--- src/rtl/regbank_pkg.sv ---
package regbank_pkg;

  parameter int RB_DW       = 16;
  parameter int RB_AW       = 12;
  parameter int RB_IF_BASE  = 2048;
  parameter int RB_IF_CNT   = 8;
  parameter int RB_AUX_CNT  = 4;
  parameter int RB_CTL_ADDR = 2076;

  // ownership bit positions inside the control word
  parameter int OWN_IF_BIT   = 6;
  parameter int OWN_PIN_BIT  = 7;
  parameter int OWN_AUX_BIT  = 8;

  // writable control bits: 13,12 and 8..0
  parameter logic [15:0] CTL_WMASK = 16'h31FF;

  typedef enum logic [2:0] {
    SEL_NONE = 3'd0,
    SEL_IF   = 3'd1,
    SEL_PIN  = 3'd2,
    SEL_AUX  = 3'd3,
    SEL_CTL  = 3'd4
  } rb_sel_e;

endpackage

--- src/rtl/regbank_decode.sv ---
module regbank_decode
  import regbank_pkg::*;
#(
  parameter int AW       = RB_AW,
  parameter int IF_BASE  = RB_IF_BASE,
  parameter int IF_CNT   = RB_IF_CNT,
  parameter int AUX_CNT  = RB_AUX_CNT,
  parameter int CTL_ADDR = RB_CTL_ADDR,
  parameter int IDX_W    = 3
) (
  input  logic [AW-1:0]    addr,
  output rb_sel_e          sel,
  output logic [IDX_W-1:0] idx
);
  localparam int PIN_ADDR = IF_BASE + IF_CNT;
  localparam int AUX_BASE = PIN_ADDR + 1;
  localparam int AUX_END  = AUX_BASE + AUX_CNT;

  int a;

  always_comb begin
    a   = int'(addr);
    sel = SEL_NONE;
    idx = '0;
    if (a >= IF_BASE && a < PIN_ADDR) begin
      sel = SEL_IF;
      idx = IDX_W'(a - IF_BASE);
    end else if (a == PIN_ADDR) begin
      sel = SEL_PIN;
    end else if (a >= AUX_BASE && a < AUX_END) begin
      sel = SEL_AUX;
      idx = IDX_W'(a - AUX_BASE);
    end else if (a == CTL_ADDR) begin
      sel = SEL_CTL;
    end
  end

endmodule

--- src/rtl/regbank_ctrl.sv ---
module regbank_ctrl #(
  parameter int          DW    = 16,
  parameter logic [15:0] WMASK = 16'h31FF
) (
  input  logic          clk,
  input  logic          rst,
  input  logic          we,
  input  logic [DW-1:0] wdata,
  output logic [DW-1:0] q
);
  localparam logic [DW-1:0] MASK = DW'(WMASK);

  always_ff @(posedge clk) begin
    if (rst)     q <= '0;
    else if (we) q <= wdata & MASK;
  end

endmodule

--- src/rtl/regbank_group.sv ---
module regbank_group #(
  parameter int DW    = 16,
  parameter int N     = 8,
  parameter int IDX_W = 3
) (
  input  logic            clk,
  input  logic            rst,
  input  logic            own_cp,
  input  logic            cp_we,
  input  logic [IDX_W-1:0] cp_idx,
  input  logic [DW-1:0]   cp_wdata,
  input  logic [N-1:0]    int_we,
  input  logic [N*DW-1:0] int_wdata,
  output logic [N*DW-1:0] q_flat
);

  for (genvar i = 0; i < N; i++) begin : g_word
    logic [DW-1:0] q;
    always_ff @(posedge clk) begin
      if (rst) begin
        q <= '0;
      end else if (own_cp) begin
        if (cp_we && cp_idx == IDX_W'(i)) q <= cp_wdata;
      end else if (int_we[i]) begin
        q <= int_wdata[i*DW +: DW];
      end
    end
    assign q_flat[i*DW +: DW] = q;
  end

endmodule

--- src/rtl/regbank_rdmux.sv ---
module regbank_rdmux
  import regbank_pkg::*;
#(
  parameter int DW      = 16,
  parameter int IF_CNT  = 8,
  parameter int AUX_CNT = 4,
  parameter int IDX_W   = 3
) (
  input  rb_sel_e              sel,
  input  logic [IDX_W-1:0]     idx,
  input  logic [IF_CNT*DW-1:0] if_flat,
  input  logic [DW-1:0]        pin_q,
  input  logic [AUX_CNT*DW-1:0] aux_flat,
  input  logic [DW-1:0]        ctl_q,
  output logic                 hit,
  output logic [DW-1:0]        data
);

  always_comb begin
    hit  = 1'b1;
    data = '0;
    case (sel)
      SEL_IF:  data = if_flat[int'(idx)*DW +: DW];
      SEL_PIN: data = pin_q;
      SEL_AUX: data = aux_flat[int'(idx)*DW +: DW];
      SEL_CTL: data = ctl_q;
      default: hit  = 1'b0;
    endcase
  end

endmodule

--- src/rtl/regbank_top.sv ---
module regbank_top
  import regbank_pkg::*;
#(
  parameter int DW       = RB_DW,
  parameter int AW       = RB_AW,
  parameter int IF_CNT   = RB_IF_CNT,
  parameter int AUX_CNT  = RB_AUX_CNT,
  parameter int IF_IDX_W = $clog2(IF_CNT)
) (
  input  logic                  clk,
  input  logic                  rst,
  input  logic                  cp_wr_en,
  input  logic [AW-1:0]         cp_wr_addr,
  input  logic [DW-1:0]         cp_wr_data,
  input  logic                  cp_rd_en,
  input  logic [AW-1:0]         cp_rd_addr,
  output logic                  cp_rd_ack,
  output logic                  cp_rd_hit,
  output logic [DW-1:0]         cp_rd_data,
  input  logic                  prog_wr_en,
  input  logic [IF_IDX_W-1:0]   prog_wr_idx,
  input  logic [DW-1:0]         prog_wr_data,
  input  logic                  pin_upd_valid,
  input  logic [DW-1:0]         pin_upd_data,
  input  logic [AUX_CNT-1:0]    aux_upd_valid,
  input  logic [AUX_CNT*DW-1:0] aux_upd_data
);
  localparam int MAX_CNT = (IF_CNT > AUX_CNT) ? IF_CNT : AUX_CNT;
  localparam int IDX_W   = (MAX_CNT > 1) ? $clog2(MAX_CNT) : 1;

  rb_sel_e          wr_sel, rd_sel;
  logic [IDX_W-1:0] wr_idx, rd_idx;
  logic [DW-1:0]    ctl_q;
  logic [IF_CNT*DW-1:0]  if_flat;
  logic [DW-1:0]         pin_q;
  logic [AUX_CNT*DW-1:0] aux_flat;
  logic [IF_CNT-1:0]     prog_we_vec;
  logic [IF_CNT*DW-1:0]  prog_data_vec;
  logic                  mux_hit;
  logic [DW-1:0]         mux_data;

  // ownership, taken from the registered control word
  logic own_if, own_pin, own_aux;
  assign own_if  = ctl_q[OWN_IF_BIT];
  assign own_pin = ctl_q[OWN_PIN_BIT];
  assign own_aux = ctl_q[OWN_AUX_BIT];

  regbank_decode #(.AW(AW), .IF_CNT(IF_CNT), .AUX_CNT(AUX_CNT), .IDX_W(IDX_W))
    u_wr_dec (.addr(cp_wr_addr), .sel(wr_sel), .idx(wr_idx));

  regbank_decode #(.AW(AW), .IF_CNT(IF_CNT), .AUX_CNT(AUX_CNT), .IDX_W(IDX_W))
    u_rd_dec (.addr(cp_rd_addr), .sel(rd_sel), .idx(rd_idx));

  regbank_ctrl #(.DW(DW), .WMASK(CTL_WMASK)) u_ctrl (
    .clk(clk), .rst(rst),
    .we(cp_wr_en && wr_sel == SEL_CTL),
    .wdata(cp_wr_data), .q(ctl_q)
  );

  // processor index to per-word strobes
  for (genvar i = 0; i < IF_CNT; i++) begin : g_prog
    assign prog_we_vec[i] = prog_wr_en && (prog_wr_idx == IF_IDX_W'(i));
    assign prog_data_vec[i*DW +: DW] = prog_wr_data;
  end

  regbank_group #(.DW(DW), .N(IF_CNT), .IDX_W(IDX_W)) u_if_grp (
    .clk(clk), .rst(rst), .own_cp(own_if),
    .cp_we(cp_wr_en && wr_sel == SEL_IF), .cp_idx(wr_idx), .cp_wdata(cp_wr_data),
    .int_we(prog_we_vec), .int_wdata(prog_data_vec), .q_flat(if_flat)
  );

  regbank_group #(.DW(DW), .N(1), .IDX_W(IDX_W)) u_pin_grp (
    .clk(clk), .rst(rst), .own_cp(own_pin),
    .cp_we(cp_wr_en && wr_sel == SEL_PIN), .cp_idx(wr_idx), .cp_wdata(cp_wr_data),
    .int_we(pin_upd_valid), .int_wdata(pin_upd_data), .q_flat(pin_q)
  );

  regbank_group #(.DW(DW), .N(AUX_CNT), .IDX_W(IDX_W)) u_aux_grp (
    .clk(clk), .rst(rst), .own_cp(own_aux),
    .cp_we(cp_wr_en && wr_sel == SEL_AUX), .cp_idx(wr_idx), .cp_wdata(cp_wr_data),
    .int_we(aux_upd_valid), .int_wdata(aux_upd_data), .q_flat(aux_flat)
  );

  regbank_rdmux #(.DW(DW), .IF_CNT(IF_CNT), .AUX_CNT(AUX_CNT), .IDX_W(IDX_W)) u_rdmux (
    .sel(rd_sel), .idx(rd_idx), .if_flat(if_flat), .pin_q(pin_q),
    .aux_flat(aux_flat), .ctl_q(ctl_q), .hit(mux_hit), .data(mux_data)
  );

  // registered read port
  always_ff @(posedge clk) begin
    if (rst) begin
      cp_rd_ack  <= 1'b0;
      cp_rd_hit  <= 1'b0;
      cp_rd_data <= '0;
    end else begin
      cp_rd_ack  <= cp_rd_en;
      cp_rd_hit  <= cp_rd_en && mux_hit;
      cp_rd_data <= cp_rd_en ? mux_data : '0;
    end
  end

endmodule

--- config.mk ---
export PLATFORM = sky130hd
export DESIGN_NAME = regbank_top
export DESIGN_NICKNAME = d
export VERILOG_FILES = /design/src/rtl/regbank_pkg.sv /design/src/rtl/regbank_decode.sv /design/src/rtl/regbank_ctrl.sv /design/src/rtl/regbank_group.sv /design/src/rtl/regbank_rdmux.sv /design/src/rtl/regbank_top.sv
export SDC_FILE = /design/constraint.sdc
export NUM_CORES = 1
export LEC_CHECK = 0
export ABC_CLOCK_PERIOD_IN_PS = 8800
export BUFFER_PORTS_ARGS = -buffer_cell sky130_fd_sc_hd__buf_4
export CORE_ASPECT_RATIO = 1.1
export CORE_MARGIN = 2
export CORE_UTILIZATION = 30
export CTS_BUF_LIST = sky130_fd_sc_hd__clkbuf_8
export CTS_CLUSTER_DIAMETER = 100
export DETAILED_ROUTE_END_ITERATION = 10
export PLACE_DENSITY = 0.55
export SLEW_MARGIN = 0
export SYNTH_ARGS = -nofsm -noshare
export SYNTH_HDL_FRONTEND = slang
export SYNTH_SLANG_ARGS = --single-unit
--- constraint.sdc ---
create_clock -name clk -period 8.8 [get_ports clk]
set_input_delay 1.76 -clock clk [delete_from_list [all_inputs] [get_ports clk]]
set_output_delay 1.76 -clock clk [all_outputs]
set_load 0.03 [all_outputs]
==> out/results.tsv, run 1 <==
metric	value	unit
syn nets	1520	
largest area contributor in the netlist	dfxtp_1	
Area contributors post-synth	dfxtp_1, mux2i_1, a211oi_1	
I/O pin count	167	
die area	40500	sq um
asr flop ratio synth	0	%
Clock Latency Late Sink	560	ps
crit path max fanout	36	
Tightest Hold Check Type	register to register	
Post-synth top flop	dfxtp_1	
Area Growth Syn to Fin	21.5	%
final setup fails	0	
global route overflow	0	
Die W	192	um
Die Span Y	211	um
crit end category	register	
worst rel slew slack	23.4	%
hold buffers post-CTS	0	
Post-synth EDFFs	0	
Overall Power	2.41	mW
Multi-input gate area	6470	sq um
warnings from Yosys	0	
WL final	45300	um
total number of vias	10900	
cell area after layout	14200	sq um
status	completed	
Static Leak	5.12	nW
max cap viols	0	
fillers	3982	
RSZ-0062 raised after global routing	false	
Synth Register Bits	237	
Yosys top cell area share	40.6	%
Seq/Total Area, Yosys	40.6	%
Post-DRT Antenna Nets	0	
first-pass GRT wire length	66900	um
final hold vios	0	
WS Path Type	primary input to register	
IO buf count	166	
top-count cell post-synth	nor2_1	
Tmin final	4800	ps
Worst Setup Start Kind	primary input	
clk buf depth	3	
HPWL Detailed	33200	um
starting density of the core	30.5	%
Core Area	38300	sq um
nets@finish	1632	
pin count of the biggest net entering global routing	95	
post-CTS sizing	0	
Core Rows	75	
VDD IR max	91.5	uV
Post-Synth Simple-Gate Area	18.0	%
Req. time, crit path	9200	ps
DRC Markers	0	
max frequency	0.208	GHz
Hold Crit Depth	2	
vias in the first global route	10600	
post-place instance area	13400	sq um
Post-Synth Adder-Cell Area	0.643	%
Synth Area in XOR/XNOR	0.225	%
Setup WS pre-CTS	3510	ps
CP arrival	5200	ps
Post-Syn Area per Cell	8.56	sq um
post-synthesis mux area share	12.0	%
Cell Pwr Density	170	nW/um^2
number of setup buffers added after CTS	0	
skew final	18.9	ps
synth cell count leaders	nor2_1, dfxtp_1, a211oi_1	
Worst R2R Path Depth	5	
CTS Buf Count	41	
TritonCTS clock tree	built	
DRT Pass-1 Iters	5	
fraction of layout cells with a size suffix above 1	18.9	%
Total GRT Usage	22.0	%
Final Max Tran Viols	0	
initial DRC count	901	
Num Clock Sinks	237	
Synth Area in Compound Gates	23.5	%
initial antenna violation count	1	
routability congestion estimate	0.920	
Worst Max-Slew Pin Slew	1120	ps
Vias/cell	5.45	
Fin Setup TNS	0	ps
synthesized instance count	1365	
post-synthesis cell area	11700	sq um
post-synth cell types	80	
htree depth	2	
Root Driver	clkbuf_8	
FF+latch area	4750	sq um
period utilisation layout	54.6	%
Reg clk slew, reported paths	60	ps
main combinational cell family by area after synthesis	compound AO/OA/AOI/OAI gates	
Final WS setup	4000	ps
wire per inst	22.6	um
Hold WS	488	ps
==> per-layer routing <==
metal	global-route usage, %	wire length (um)	vias to the layer above
met3	3.44	2480	67
li1	-	-	5260
met2	38.3	22300	363
met4	6.92	1320	0
met5	0	0	-
met1	27.9	19200	5253
==> power breakdown <==
| part | leakage (nW) | switching, mW | total [mW] | internal (mW) |
|---|---|---|---|---|
| sequential | 1.94 | 0.0339 | 1.15 | 1.12 |
| combinational | 2.71 | 0.158 | 0.264 | 0.107 |
| clock | 0.471 | 0.459 | 0.999 | 0.539 |
| total | 5.12 | 0.651 | 2.41 | 1.76 |
==> stage by stage <==
stage | util [%] | instances
detailed placement | 34.9 | 1934
floorplan | - | 1365
CTS | 37.1 | 2006
global placement | 34.9 | 1934
global route | 37.1 | 2007
finish | 37.1 | 2007
==> cells by family (layout without fill, tap and decap cells) <==
family / count (synthesis) / count (layout)
fa+ha+maj: 6 / 6
other cells: 0 / 1
buf+inv: 147 / 288
compound gates: 366 / 366
flops: 237 / 237
simple gates: 467 / 467
xor+xnor: 3 / 3
mux: 139 / 139
==> cells in the final DEF (no fill, tap or decap), types with 4 or more instances in the layout <==
cell type and instances:
inv_1 39, mux2_2 5, o311ai_1 8, a211oi_1 167, clkbuf_8 53, a221oi_1 5, o211ai_1 22, a41oi_1 9
buf_4 190, nand2_1 72, nand2b_1 9, nor3_1 4, dfxtp_1 236, nor2b_1 8, nand4_1 21, nor2_1 285
a21oi_1 55, and2_1 6, o31a_1 6, a22o_1 6, a31oi_1 9, mux2i_1 134, and3_1 21, nand3_1 8
or4_1 6, a22oi_1 9, a221o_1 17, o31ai_1 4, ha_1 6
==> cell type report <==
cell class / count / area share [%]
antenna: 1 / 0.0176
clock buffer: 53 / 5.14
clock inverter: 19 / 0.617
inverter: 25 / 0.661
multi-input combinational: 981 / 45.6
sequential: 237 / 33.4
tap: 500 / 4.41
timing repair buffer: 191 / 10.1
==> path summary, 6_finish.rpt <==
path | startpoint | end | slack [ps]
setup / recovery | cp_rd_addr[0] | cp_rd_data[12] | 4000
hold reg to reg | u_pin_grp.q_flat[3] | u_pin_grp.q_flat[3] | 490
setup reg to reg | u_ctrl.q[6] | u_if_grp.g_word[5].q[11] | 6110
hold / removal | u_pin_grp.q_flat[3] | u_pin_grp.q_flat[3] | 490
==> flip-flops by register name (all words and copies together), names as in the netlist <==
name / count
u_aux_grp.g_word.q: 64
u_if_grp.g_word.q: 128
cp_rd_hit: 1
u_ctrl.q: 11
cp_rd_data: 16
u_pin_grp.q_flat: 16
cp_rd_ack: 1
==> worst max-delay path, cell delays in order <==
cell	delay, ps
buf_4	160
clkinv_1	290
ha_1	420
nor2b_1	230
o311ai_0	490
nand3_2	860
nand2_1	780
o311ai_1	200
Note: power is estimated with default switching activity, not from simulation.
==> inputs of run 2 (changes only) <==
--- a/config.mk
+++ b/config.mk
@@ -5,7 +5,7 @@
 export SDC_FILE = /design/constraint.sdc
 export NUM_CORES = 1
 export LEC_CHECK = 0
-export ABC_CLOCK_PERIOD_IN_PS = 8800
+export ABC_CLOCK_PERIOD_IN_PS = 4300
 export BUFFER_PORTS_ARGS = -buffer_cell sky130_fd_sc_hd__buf_4
 export CORE_ASPECT_RATIO = 1.1
 export CORE_MARGIN = 2
@@ -13,7 +13,7 @@
 export CTS_BUF_LIST = sky130_fd_sc_hd__clkbuf_8
 export CTS_CLUSTER_DIAMETER = 100
 export DETAILED_ROUTE_END_ITERATION = 10
-export PLACE_DENSITY = 0.55
+export PLACE_DENSITY = 0.57
 export SLEW_MARGIN = 0
 export SYNTH_ARGS = -nofsm -noshare
 export SYNTH_HDL_FRONTEND = slang
==> constraint.sdc (replaced) <==
create_clock -name clk -period 4.3 [get_ports clk]
set_input_delay 0.86 -clock clk [delete_from_list [all_inputs] [get_ports clk]]
set_output_delay 0.86 -clock clk [all_outputs]
set_load 0.03 [all_outputs]
==> out/results.tsv, run 2 (synthesis results as in run 1) <==
metric	value	unit
status	completed	
wire per inst	22.3	um
Tmin final	3520	ps
FF+latch area	4750	sq um
post-CTS sizing	0	
Worst Max-Slew Pin Slew	1250	ps
Root Driver	clkbuf_8	
htree depth	2	
Worst Hold End	u_if_grp.g_word[3].q[7]	
final hold vios	0	
initial antenna violation count	2	
DRT Pass-1 Iters	5	
Slowest-stage cell, CP	o311ai_0	
period utilisation layout	81.9	%
Clock Latency Late Sink	550	ps
RSZ-0062 raised after global routing	false	
Multi-input gate area	6440	sq um
Reg clk slew, reported paths	60	ps
fraction of layout cells with a size suffix above 1	20.5	%
max cap viols	0	
first-pass GRT wire length	66000	um
Worst R2R Path Depth	6	
HPWL Detailed	33800	um
die area	40500	sq um
Post-DRT Antenna Nets	0	
R2R Setup Slk	1930	ps
crit path cell chain	buf_4 > clkinv_1 > ha_1 > nor2b_1 > o311ai_0 > nand3_2 > buf_4 > buf_4 > mux2i_1 > a221o_1 > o311ai_1	
Vias/cell	5.43	
Hold Crit Depth	2	
CP arrival	3950	ps
Final Max Tran Viols	0	
VDD IR max	166	uV
clk buf depth	3	
Req. time, crit path	4730	ps
global route overflow	0	
max FFs per register	128	
nets@finish	1655	
Largest regs	u_if_grp.g_word.q: 128 flops, u_aux_grp.g_word.q: 64 flops	
Die Span Y	211	um
routability congestion estimate	0.965	
most frequent CP cell	buf_4	
Die W	192	um
Static Leak	5.24	nW
Area Growth Syn to Fin	23.4	%
number of setup buffers added after CTS	0	
WL final	45300	um
Hold Path Origin	u_if_grp.g_word[3].q[7]	
crit-path max cell delay	610	ps
most frequent cells in the layout	nor2_1, dfxtp_1, buf_4, a211oi_1, mux2i_1	
final setup fails	0	
Tightest Hold Check Type	register to register	
CTS Buf Count	42	
starting density of the core	30.5	%
hold buffers post-CTS	0	
max frequency	0.284	GHz
worst rel slew slack	14.4	%
DRC Markers	0	
crit end category	register	
TritonCTS clock tree	built	
Num Clock Sinks	237	
initial DRC count	872	
crit path max fanout	12	
Largest Register	u_if_grp.g_word.q	
skew final	19.4	ps
Cell Pwr Density	352	nW/um^2
pin count of the biggest net entering global routing	96	
IO buf count	166	
Core Area	38300	sq um
Worst R2R End	cp_rd_data[8]	
Fin Setup TNS	0	ps
I/O pin count	167	
vias in the first global route	10700	
commonest non-fill, non-tap cell in the layout	nor2_1	
WS Path Type	primary input to register	
fillers	3975	
Total GRT Usage	21.9	%
Worst Setup Start Kind	primary input	
cell area after layout	14400	sq um
beginning of the worst register-to-register path	u_ctrl.q[8]	
post-place instance area	13500	sq um
total number of vias	11000	
Core Rows	75	
run 2: cell types whose count changed in the layout (fill, tap and decap cells not counted), sizes merged:
cell,previous run,this run
bufinv,0,1
buf,191,213
inv,40,32
clkinv,2,6
clkbuf,53,57
run 2: cell type report:
cell class                      instances  share of cell area, %
Multi-Input combinational cell        981                   44.7
Sequential cell                       237                   32.9
Timing Repair Buffer                  213                   11.2
Clock buffer                           57                   5.44
Tap cell                              500                   4.34
Clock inverter                         16                  0.695
Inverter                               25                  0.651
Antenna cell                            1                 0.0174
run 2: per-layer routing:
layer	track usage, %	share of wire [%]	vias to the layer above
met3	4.82	7.3	108
met2	36.4	48	432
met1	26.6	40	5197
li1	-	-	5290
met4	10.9	4.9	2
met5	0	0.018	-
run 2: worst max-delay path by stage:
stage | to | start | depth (start not counted) | slack [ps]
2_1_floorplan | cp_rd_data[9] | cp_rd_addr[0] | 11 | 600
3_3_place_gp | cp_rd_data[14] | cp_rd_addr[0] | 10 | 480
3_5_place_dp | cp_rd_data[12] | cp_rd_addr[0] | 11 | 300
4_1_cts | cp_rd_data[12] | cp_rd_addr[0] | 11 | 860
5_1_grt | cp_rd_data[6] | cp_rd_addr[0] | 11 | 490
6_report | cp_rd_data[12] | cp_rd_addr[0] | 11 | 780
run 2: worst max-delay path: cells and delay by family:
kind,cells,cell delay [ps]
and+or+nand+nor,2,640
AOI/OAI and AO/OA,3,1020
buffers and inverters,4,900
adders and majority gates,1,400
muxes,1,130
run 2: power by group:
group          switching [mW]  internal [mW]  leakage, nW  total, mW
Combinational           0.323          0.220         2.82      0.543
Clock                   0.947           1.24        0.486       2.18
Sequential             0.0655           2.29         1.94       2.35
run 2: through the flow:
step / hold slack (ps) / util, % / setup WS [ps] / std cells / total power, mW
finish: 480 / 37.6 / 780 / 2030 / 5.08
global route: 517 / 37.6 / 490 / 2030 / 5.26
CTS: 485 / 37.6 / 855 / 2029 / 5.10
detailed placement: 472 / 35.3 / 298 / 1956 / 2.94
global placement: 464 / 35.3 / 479 / 1956 / 2.93
floorplan: 442 / - / 604 / 1365 / 2.65
